### src/rtl/swfc_pkg.sv
package swfc_pkg;
   localparam logic [1:0] FC_NONE = 2'b00;
   localparam logic [1:0] FC_SET2 = 2'b01;
   localparam logic [1:0] FC_SET1 = 2'b10;
   localparam logic [1:0] FC_BOTH = 2'b11;

   typedef enum logic [1:0] {
      SEQ_IDLE = 2'b00,
      SEQ_OFF1 = 2'b01,
      SEQ_ON1  = 2'b10
   } seq_st_e;

   function automatic logic single_sel(input logic [1:0] sel);
      return (sel == FC_SET1) || (sel == FC_SET2);
   endfunction
endpackage

### src/rtl/swfc_rx_match.sv
module swfc_rx_match
   import swfc_pkg::*;
#(
   parameter int DW = 8
) (
   input  logic          clk,
   input  logic          rst_n,
   input  logic [1:0]    rx_sel,
   input  logic [1:0]    tx_sel,
   input  logic [DW-1:0] on1,
   input  logic [DW-1:0] on2,
   input  logic [DW-1:0] off1,
   input  logic [DW-1:0] off2,
   input  logic          in_valid,
   input  logic [DW-1:0] in_data,
   output logic          pause_o,
   output logic          resume_o,
   output logic          fifo_wr,
   output logic [DW-1:0] fifo_data
);
   seq_st_e       seq_st, st_n;
   logic [DW-1:0] held, held_n;
   logic          rep_v, rep_v_n;
   logic [DW-1:0] rep_b, rep_b_n;
   logic          wr_n;
   logic [DW-1:0] wdat_n;
   logic          byte_v, seq_mode;
   logic [DW-1:0] byte_w;
   logic          h_on1, h_on2, h_off1, h_off2;

   assign byte_v   = in_valid | rep_v;
   assign byte_w   = in_valid ? in_data : rep_b;
   assign seq_mode = (rx_sel == FC_BOTH) && !single_sel(tx_sel);
   assign h_on1    = (byte_w == on1);
   assign h_on2    = (byte_w == on2);
   assign h_off1   = (byte_w == off1);
   assign h_off2   = (byte_w == off2);

   always_comb begin
      pause_o  = 1'b0;
      resume_o = 1'b0;
      wr_n     = 1'b0;
      wdat_n   = byte_w;
      st_n     = seq_mode ? seq_st : SEQ_IDLE;
      held_n   = held;
      rep_v_n  = 1'b0;
      rep_b_n  = rep_b;
      if (byte_v) begin
         case (rx_sel)
            FC_NONE: wr_n = 1'b1;
            FC_SET1: begin
               if (h_off1)     pause_o  = 1'b1;
               else if (h_on1) resume_o = 1'b1;
               else            wr_n     = 1'b1;
            end
            FC_SET2: begin
               if (h_off2)     pause_o  = 1'b1;
               else if (h_on2) resume_o = 1'b1;
               else            wr_n     = 1'b1;
            end
            default: begin
               if (!seq_mode) begin
                  if (h_off1 || h_off2)     pause_o  = 1'b1;
                  else if (h_on1 || h_on2)  resume_o = 1'b1;
                  else                      wr_n     = 1'b1;
               end else begin
                  case (seq_st)
                     SEQ_OFF1: begin
                        st_n = SEQ_IDLE;
                        if (h_off2) pause_o = 1'b1;
                        else begin
                           wr_n    = 1'b1;
                           wdat_n  = held;
                           rep_v_n = 1'b1;
                           rep_b_n = byte_w;
                        end
                     end
                     SEQ_ON1: begin
                        st_n = SEQ_IDLE;
                        if (h_on2) resume_o = 1'b1;
                        else begin
                           wr_n    = 1'b1;
                           wdat_n  = held;
                           rep_v_n = 1'b1;
                           rep_b_n = byte_w;
                        end
                     end
                     default: begin
                        if (h_off1) begin
                           st_n   = SEQ_OFF1;
                           held_n = byte_w;
                        end else if (h_on1) begin
                           st_n   = SEQ_ON1;
                           held_n = byte_w;
                        end else wr_n = 1'b1;
                     end
                  endcase
               end
            end
         endcase
      end
   end

   always_ff @(posedge clk or negedge rst_n) begin
      if (!rst_n) begin
         seq_st    <= SEQ_IDLE;
         held      <= '0;
         rep_v     <= 1'b0;
         rep_b     <= '0;
         fifo_wr   <= 1'b0;
         fifo_data <= '0;
      end else begin
         seq_st    <= st_n;
         held      <= held_n;
         rep_v     <= rep_v_n;
         rep_b     <= rep_b_n;
         fifo_wr   <= wr_n;
         fifo_data <= wdat_n;
      end
   end

   // a consumed flow character never reaches the FIFO
   a_r3_consumed_not_written: assert property (@(posedge clk) disable iff (!rst_n)
      (byte_v && (pause_o || resume_o)) |=> !fifo_wr);

   // pass-through when compare is off
   a_r11_passthru: assert property (@(posedge clk) disable iff (!rst_n)
      (byte_v && rx_sel == FC_NONE) |=> (fifo_wr && fifo_data == $past(byte_w)));

   // broken pair releases the held byte
   a_r6_release_held: assert property (@(posedge clk) disable iff (!rst_n)
      (byte_v && seq_mode && seq_st == SEQ_OFF1 && !h_off2) |=> (fifo_wr && fifo_data == $past(held)));

   // a pair cannot be pending outside pair mode
   a_r5_no_pend_outside: assert property (@(posedge clk) disable iff (!rst_n)
      !seq_mode |=> (seq_st == SEQ_IDLE));
endmodule

### src/rtl/swfc_tx_gate.sv
module swfc_tx_gate #(
   parameter bit WAIT_IDLE = 1'b1
) (
   input  logic clk,
   input  logic rst_n,
   input  logic pause_i,
   input  logic resume_i,
   input  logic tx_idle,
   output logic tx_enable
);
   generate
      if (WAIT_IDLE) begin : g_wait
         logic stop_pend;
         always_ff @(posedge clk or negedge rst_n) begin
            if (!rst_n) begin
               tx_enable <= 1'b1;
               stop_pend <= 1'b0;
            end else if (resume_i) begin
               tx_enable <= 1'b1;
               stop_pend <= 1'b0;
            end else if (pause_i || stop_pend) begin
               if (tx_idle) begin
                  tx_enable <= 1'b0;
                  stop_pend <= 1'b0;
               end else begin
                  stop_pend <= 1'b1;
               end
            end
         end
      end else begin : g_now
         logic unused_idle;
         assign unused_idle = tx_idle;
         always_ff @(posedge clk or negedge rst_n) begin
            if (!rst_n)        tx_enable <= 1'b1;
            else if (resume_i) tx_enable <= 1'b1;
            else if (pause_i)  tx_enable <= 1'b0;
         end
      end
   endgenerate

   // resume always re-enables
   a_r7_resume_enables: assert property (@(posedge clk) disable iff (!rst_n)
      resume_i |=> tx_enable);

   // pause while idle stops at once
   a_r7_pause_idle_stops: assert property (@(posedge clk) disable iff (!rst_n)
      (pause_i && tx_idle && !resume_i) |=> !tx_enable);
endmodule

### src/rtl/swfc_flow_sender.sv
module swfc_flow_sender
   import swfc_pkg::*;
#(
   parameter int DW = 8
) (
   input  logic          clk,
   input  logic          rst_n,
   input  logic [1:0]    tx_sel,
   input  logic [DW-1:0] on1,
   input  logic [DW-1:0] on2,
   input  logic [DW-1:0] off1,
   input  logic [DW-1:0] off2,
   input  logic          ask_pause,
   input  logic          ask_resume,
   input  logic          ready,
   output logic          valid,
   output logic [DW-1:0] data
);
   logic          sec_v;
   logic [DW-1:0] sec_b;
   logic [DW-1:0] c1, c2;

   assign c1 = ask_pause ? off1 : on1;
   assign c2 = ask_pause ? off2 : on2;

   always_ff @(posedge clk or negedge rst_n) begin
      if (!rst_n) begin
         valid <= 1'b0;
         data  <= '0;
         sec_v <= 1'b0;
         sec_b <= '0;
      end else if (valid) begin
         if (ready) begin
            if (sec_v) begin
               data  <= sec_b;
               sec_v <= 1'b0;
            end else begin
               valid <= 1'b0;
            end
         end
      end else if ((ask_pause || ask_resume) && tx_sel != FC_NONE) begin
         valid <= 1'b1;
         data  <= (tx_sel == FC_SET2) ? c2 : c1;
         sec_v <= (tx_sel == FC_BOTH);
         sec_b <= c2;
      end
   end

   // offered character held until taken
   a_r2_hold_until_taken: assert property (@(posedge clk) disable iff (!rst_n)
      (valid && !ready) |=> (valid && $stable(data)));

   // nothing emitted when emission is off
   a_r2_none_silent: assert property (@(posedge clk) disable iff (!rst_n)
      (!valid && tx_sel == FC_NONE) |=> !valid);
endmodule

### src/rtl/uart_swflow_engine.sv
module uart_swflow_engine
   import swfc_pkg::*;
#(
   parameter int DW        = 8,
   parameter bit WAIT_IDLE = 1'b1
) (
   input  logic          clk,
   input  logic          rst_n,
   input  logic [3:0]    fc_mode,
   input  logic          spc_en,
   input  logic [DW-1:0] xon1_chr,
   input  logic [DW-1:0] xon2_chr,
   input  logic [DW-1:0] xoff1_chr,
   input  logic [DW-1:0] xoff2_chr,
   input  logic          rx_valid,
   input  logic [DW-1:0] rx_data,
   input  logic          tx_idle,
   input  logic          ask_pause,
   input  logic          ask_resume,
   input  logic          fc_tx_ready,
   input  logic          irq_ack,
   input  logic          flow_irq_en,
   input  logic          spc_irq_en,
   output logic          fifo_wr,
   output logic [DW-1:0] fifo_data,
   output logic          tx_enable,
   output logic          fc_tx_valid,
   output logic [DW-1:0] fc_tx_data,
   output logic          flow_irq,
   output logic          spc_irq
);
   localparam logic [1:0] TX_SEL_LSB = 2'd2;

   initial begin : p_param_chk
      assert (DW >= 5 && DW <= 16) else $error("DW out of range");
   end

   logic [1:0] rx_sel, tx_sel;
   logic       pause_w, resume_w;
   logic       flow_flag, spc_flag, spc_hit;

   assign rx_sel  = fc_mode[1:0];
   assign tx_sel  = fc_mode[TX_SEL_LSB +: 2];
   assign spc_hit = rx_valid && spc_en && (rx_data == xoff2_chr);

   swfc_rx_match #(.DW(DW)) u_match (
      .clk(clk), .rst_n(rst_n), .rx_sel(rx_sel), .tx_sel(tx_sel),
      .on1(xon1_chr), .on2(xon2_chr), .off1(xoff1_chr), .off2(xoff2_chr),
      .in_valid(rx_valid), .in_data(rx_data),
      .pause_o(pause_w), .resume_o(resume_w),
      .fifo_wr(fifo_wr), .fifo_data(fifo_data)
   );

   swfc_tx_gate #(.WAIT_IDLE(WAIT_IDLE)) u_gate (
      .clk(clk), .rst_n(rst_n), .pause_i(pause_w), .resume_i(resume_w),
      .tx_idle(tx_idle), .tx_enable(tx_enable)
   );

   swfc_flow_sender #(.DW(DW)) u_send (
      .clk(clk), .rst_n(rst_n), .tx_sel(tx_sel),
      .on1(xon1_chr), .on2(xon2_chr), .off1(xoff1_chr), .off2(xoff2_chr),
      .ask_pause(ask_pause), .ask_resume(ask_resume), .ready(fc_tx_ready),
      .valid(fc_tx_valid), .data(fc_tx_data)
   );

   always_ff @(posedge clk or negedge rst_n) begin
      if (!rst_n) begin
         flow_flag <= 1'b0;
         spc_flag  <= 1'b0;
      end else begin
         flow_flag <= pause_w || (flow_flag && !irq_ack);
         spc_flag  <= spc_hit || (spc_flag && !irq_ack);
      end
   end

   assign flow_irq = flow_flag && flow_irq_en;
   assign spc_irq  = spc_flag && spc_irq_en;

   // special match sets the flag
   a_r8_spc_sets: assert property (@(posedge clk) disable iff (!rst_n)
      spc_hit |=> spc_flag);

   // acknowledge clears when nothing new arrives
   a_r10_ack_clears: assert property (@(posedge clk) disable iff (!rst_n)
      (irq_ack && !pause_w && !spc_hit) |=> (!flow_flag && !spc_flag));

   // flags are sticky without acknowledge
   a_r10_sticky: assert property (@(posedge clk) disable iff (!rst_n)
      (flow_flag && !irq_ack) |=> flow_flag);
endmodule

### config.mk
export PLATFORM = sky130hd
export DESIGN_NAME = uart_swflow_engine
export DESIGN_NICKNAME = d
export VERILOG_FILES = /design/src/rtl/swfc_pkg.sv /design/src/rtl/swfc_rx_match.sv /design/src/rtl/swfc_tx_gate.sv /design/src/rtl/swfc_flow_sender.sv /design/src/rtl/uart_swflow_engine.sv
export SDC_FILE = /design/constraint.sdc
export NUM_CORES = 1
export LEC_CHECK = 0
export BUFFER_PORTS_ARGS = -buffer_cell sky130_fd_sc_hd__buf_2
export CAP_MARGIN = 20
export CORE_ASPECT_RATIO = 1.4
export CORE_MARGIN = 3
export CORE_UTILIZATION = 58
export DETAILED_ROUTE_END_ITERATION = 7
export PLACE_DENSITY = 0.86
export SYNTH_ARGS = -nofsm -noshare
export SYNTH_HDL_FRONTEND = slang
export SYNTH_HIERARCHICAL = 1
export SYNTH_SLANG_ARGS = --single-unit
### constraint.sdc
create_clock -name clk -period 6.2 [get_ports clk]
set_input_delay 0.31 -clock clk [delete_from_list [all_inputs] [get_ports clk]]
set_output_delay 0.31 -clock clk [all_outputs]
set_load 0.02 [all_outputs]
Word level (Yosys, flattened, before mapping):

Cells that the tools add are included.

* register bits: 50
* output and inout bits: 21
* word-level logic and storage cells: 138

* equality and inequality tests: 17
* multiplexer cells: 71
* bitwise logic cells: 4
* reduce and logical (&&, ||, !) cells: 32

Operator list (number)
* 8-bit two-way mux: 17
* 8-bit == test: 5
* 1-bit two-way mux: 40
* 8-bit one-hot mux with 2 select lines: 2
* 2-bit two-way mux: 7
* 2-bit nonzero test: 6
* 2-bit == test (second input constant): 5
* 1-bit one-hot mux with 3 select lines: 3
* 1-bit logical AND: 8
* 2-bit != test (second input constant): 4
* 1-bit logical OR: 7
* 2-bit by 1-bit == test with 1-bit output (second input constant): 3
* 2-bit AND reduction: 3
* 6-bit AND reduction: 1
* 5-bit AND reduction: 1
* 1-bit one-hot mux with 2 select lines: 2
* 1-bit inverter: 3
* 3-bit AND reduction: 1
* 3-bit OR reduction: 1
* 1-bit zero test: 2
* 2-bit zero test: 1
* 2-bit OR reduction: 1
* 1-bit bitwise OR: 1

Depth between registers and ports, before layout:

* depth in word-level cells: 11
* depth in mapped cells: 10
* depth with buffers taken out: 9

Hierarchy:

Netlist, hierarchy kept.

By module, submodules not included
* swfc_rx_match: times used 1, cells an instance 182, area each 1858.0 um^2, seq. area each 700.7 um^2
* swfc_flow_sender: times used 1, cells an instance 85, area each 1039.7 um^2, seq. area each 450.4 um^2
* uart_swflow_engine: times used 1, cells an instance 18, area each 177.7 um^2, seq. area each 50.0 um^2
* swfc_tx_gate: times used 1, cells an instance 6, area each 72.6 um^2, seq. area each 51.3 um^2

Least setup slack after synthesis:

Ideal clock, no wire load.

* path type: input to register
* start: input rx_valid
* end: register u_match.rep_b[4]
* library setup time: 0.125 ns
* arrival: 2.113 ns
* path slack: 3.962 ns
* cell stages on the path: 8
* buffers on the path: 1
* cells stage by stage: buf_6 > mux2i_4 > xnor2_1 > nor4_1 > nand3_1 > o211ai_1 > or2_1 > mux2_2

* word-level cells in the longest chain between the ends: 4
* elaborated cells between the ends (all ways): 10
* those cells by class: eq/ne (4); mux (4); bitwise (1); reduce/logical (1)

Ends and longest elaborated chain
* start, declared: RTL line uart_swflow_engine.sv:15 `input logic rx_valid,`
* 8-bit two-way mux: RTL line swfc_rx_match.sv:32 `assign byte_w = in_valid ? in_data : rep_b;`
* 8-bit == test, on equally long branches: RTL line swfc_rx_match.sv:35, swfc_rx_match.sv:37
* 2-bit != test (no line)
* 6-bit AND reduction (no line)
* end signal, assigned: RTL line swfc_rx_match.sv:116 `rep_b <= rep_b_n;`
* end, declared: RTL line swfc_rx_match.sv:24 `logic [DW-1:0] rep_b, rep_b_n;`

Parallel ways exist; a longest one is shown, timed or not. The select of a mux whose other input is x is not followed.
A chain may end at the register's enable or synchronous reset.

Final worst setup path:

Ends and elaborated chain as after synthesis.

==> PnR_summary.wiki <==
{| class="wikitable"
! Metric !! Value
|-
| Share of synthesized flip-flops with an asynchronous set or reset || 100%
|-
| Synthesized netlist cell count || between 200 and 300
|-
| Reg2Reg Launch Point || u_match/rep_b[5]
|-
| Int Pwr || about 0.00058 W
|-
| Mean area per synthesized cell || approximately 11 µm²
|-
| Setup total negative slack || 0 ps
|-
| Via count of the first global-routing pass || 2575
|-
| Number of flip-flops and latches in the synthesized netlist || 50
|-
| Clock tree from TritonCTS || built
|-
| Switching power || 0.000311 W
|-
| Setup repair after global routing missed its margin || no
|-
| Core region area || slightly above 5000 µm²
|-
| Most common cell after layout, fill and taps aside || buf_2
|-
| Combinational power share || 30.0%
|-
| Number of nets produced by synthesis || between 300 and 400
|-
| Maximum fanout count along the critical path || 12
|-
| Peak supply drop || about 0.00017 V
|-
| Total global-route track usage || between 20% and 30%
|-
| Startpoint of the worst setup timing path || rx_valid
|-
| Final HPWL DP || approximately 6000 µm
|-
| Antenna violations before repair || 0
|-
| Final hold violation count || 0
|-
| Final cell count without fillers || about 430
|-
| Tightest hold margin || around 180 ps
|-
| Die Area || 6360 µm²
|-
| Worst min-delay path class || input pin to flop
|-
| Number of DRC violations after detailed routing || 0
|-
| Element type at the critical path start || input pin
|-
| Highest attainable clock frequency || between 0.3 and 0.4 GHz
|-
| Share of the synthesized area in the top cell type || between 30% and 40%
|-
| # Max-Cap Violations || 0
|-
| Cell with the biggest individual delay on the critical path || o211ai_1
|-
| Layout-stage area growth over the synthesis result || 15.9%
|-
| Final ANT Viol Nets || 0
|-
| Detailed Routing Iterations Pass 1 || 4
|-
| Final Wtd Congestion || about 0.90
|-
| Top cell type by total area after synthesis || dfrtp_1
|-
| Number of max-slew violations in the final report || 0
|-
| Highest-count cells in the layout ignoring fill and taps || buf_2, dfrtp_1, xnor2_1
|-
| Cell area after technology mapping || about 3100 µm²
|-
| Final net count || 421
|-
| Number of buffers between clock root and the deepest sink || 2
|-
| Die span in x || slightly below 70 µm
|-
| Worst clock skew on the final layout || roughly 7.7 ps
|-
| Leakage dissipation || around 1.7 nW
|-
| Max incr delay on CP || about 650 ps
|-
| Pwr per Cell Area || between 200 and 250 nW/µm²
|-
| EDFF count, synth || 0
|-
| Number of antenna repair diodes || 0
|-
| CTS buffer count || 5
|-
| Maximum number of pins on one net before global-route repair || 51
|-
| Initial cell density of the core || 60.6%
|-
| Clk network pwr share || about 22%
|-
| Number of levels in the clock H-tree || 2
|-
| # rows || 31
|-
| Worst slew margin relative to its limit || about half
|-
| Die Y-Extent || just over 90 µm
|-
| Clock net sink count || 50
|-
| Routed wire per std cell || around 18 µm
|-
| Via-per-instance ratio || 5.90
|-
| Overall routed net length || ~7600 µm
|-
| Data arrival at the endpoint of the critical path || 3420 ps
|-
| Final critical-path share of the clock period || 51.9%
|-
| Number of filler cells placed in the layout || around 430
|-
| Yosys cell types || 51
|-
| Ratio of cells with drive above 1 in the final layout || roughly 30%
|-
| Crit path required time || 6400 ps
|-
| Top cells by area, synth || dfrtp_1, xnor2_1, mux4_2, mux2i_4, o21ai_0
|-
| Net Sw Frac || 34.7%
|-
| Cells traversed along the worst timing path || buf_2 -> mux2i_2 -> xnor2_1 -> nor4_1 -> nand3_1 -> o211ai_1 -> or2_1 -> mux2_2
|-
| Most used DFF post-synth || dfrtp_1
|-
| Kind of critical path || input pin to flop
|-
| Total of cells resized after clock tree synthesis || 0
|-
| Clk root buf || clkbuf_8
|-
| Part of the power in registers || between 40 and 50%
|-
| Hold path startpoint || tx_idle
|-
| Crit. End Element || flop
|-
| Buffers on Ports || 75
|-
| Clock-pin slew on the worst setup and hold paths || ~100 ps
|-
| Detailed Route Iter0 Violations || roughly 110
|-
| Placement-stage cell area || roughly 3500 µm²
|-
| Via total after detailed routing || 2542
|-
| Post-synthesis sequential area ratio || 39.8%
|-
| Overflow left after global routing || 0
|-
| Result of the run || complete, no violations
|-
| Worst-skew pair later-pin latency || a little over 300 ps
|-
| Total non-filler cell area in the finished layout || around 3600 µm²
|-
| Post-layout min period || around 3200 ps
|-
| Endpoints failing setup || 0
|-
| IO Count || 76
|-
| Wire length of the first global-routing pass || 12300 µm
|-
| Transition time of the tightest slew-check pin || 723 ps
|-
| Yosys warnings || 6
|-
| Count of placed standard cells including taps || around 420
|}
-- worst max-delay path, delay by kind of cell --
family | cells | cell delay, ps
compound gates | 1 | 650
xor+xnor | 1 | 120
buf+inv | 1 | 430
mux | 2 | 930
simple gates | 3 | 980
-- what timing repair did --
| item | in CTS | in global routing |
|---|---|---|
| hold buffers | 0 | 1 |
| buffers inserted | 0 | 0 |
| endpoints found under the hold margin | 0 | 19 |
-- logic make-up (layout without fill, tap and decap cells) --
logic type / count (synthesis) / in the layout / share of synthesized area [%]
and+or+nand+nor: 75 / 75 / 12.9
muxes: 27 / 27 / 14.8
AOI/OAI and AO/OA: 74 / 74 / 16.5
DFF: 50 / 50 / 39.8
buffers and inverters: 22 / 96 / 3.89
xor gates and xnor gates: 41 / 41 / 11.4
adders and majority gates: 2 / 2 / 0.795
-- final timing paths --
check	cells after the start	slack, ps	endpoint
min in group asynchronous	2	510	u_send/data[2]
max in group asynchronous	3	5150	u_match/rep_b[7]
worst max register to register	7	3110	u_match/rep_b[4]
worst max-delay path	8	2980	u_match/rep_b[4]
worst min register to register	1	490	u_match/fifo_data[7]
worst min-delay path	2	180	u_gate/g_wait.stop_pend
-- synthesized netlist by cell type (5+ instances only) --
cell     count
and3_1      12
inv_1       11
nor2_1      21
xnor2_1     34
xor2_1       7
a21oi_1     11
o21ai_0     23
buf_6        5
mux2i_4      7
nand2_1     12
a21o_1       7
mux2i_1      8
mux4_2       8
nor2b_1      6
dfrtp_1     49
a221o_1      8
-- registers in the layout, indices dropped and copies added (netlist names), 2 cells and up --
signal,cells
u_send/data,8
u_match/seq_st,2
u_match/held,8
u_match/fifo_data,8
u_match/rep_b,8
u_send/sec_b,8
-- power by group through the flow --
stage	Combinational (W)	Clock, W	Sequential, W
3_5_place_dp	0.000267	0	0.000433
4_1_cts	0.000268	0.000204	0.000426
3_3_place_gp	0.000260	0	0.000429
6_report	0.000269	0.000200	0.000425
5_1_grt	0.000298	0.000219	0.000433
2_1_floorplan	0.000143	0	0.000459
-- area by class of cell --
cell class | instances | area (µm²) | area share (%)
multi-input cells | 219 | 1770 | 48.6
flip-flops and latches | 50 | 1250 | 34.3
repair buffers | 77 | 405 | 11.1
well taps | 66 | 82.6 | 2.26
clock buffers | 5 | 68.8 | 1.89
inverters | 11 | 41.3 | 1.13
clock inverters | 3 | 25.0 | 0.686
-- stage by stage --
stage | setup slack [ps] | power [W] | utilization, %
2_1_floorplan | 3960 | 0.000603 | -
3_3_place_gp | 2910 | 0.000689 | 67.8
3_5_place_dp | 2760 | 0.000701 | 67.8
4_1_cts | 3040 | 0.000899 | 69.6
5_1_grt | 2770 | 0.000950 | 70.2
6_report | 2980 | 0.000894 | 70.2
-- metal layers --
| metal | vias to the layer above | part of all wire (%) | GRT usage [%] |
|---|---|---|---|
| met3 | 18 | 5.1 | 4.81 |
| met1 | 1236 | 39 | 29.9 |
| met2 | 81 | 53 | 44.3 |
| met4 | 0 | 3.1 | 10.8 |
| li1 | 1207 | - | - |
| met5 | - | 0 | 0 |
Note: power is estimated with default switching activity, not from simulation.
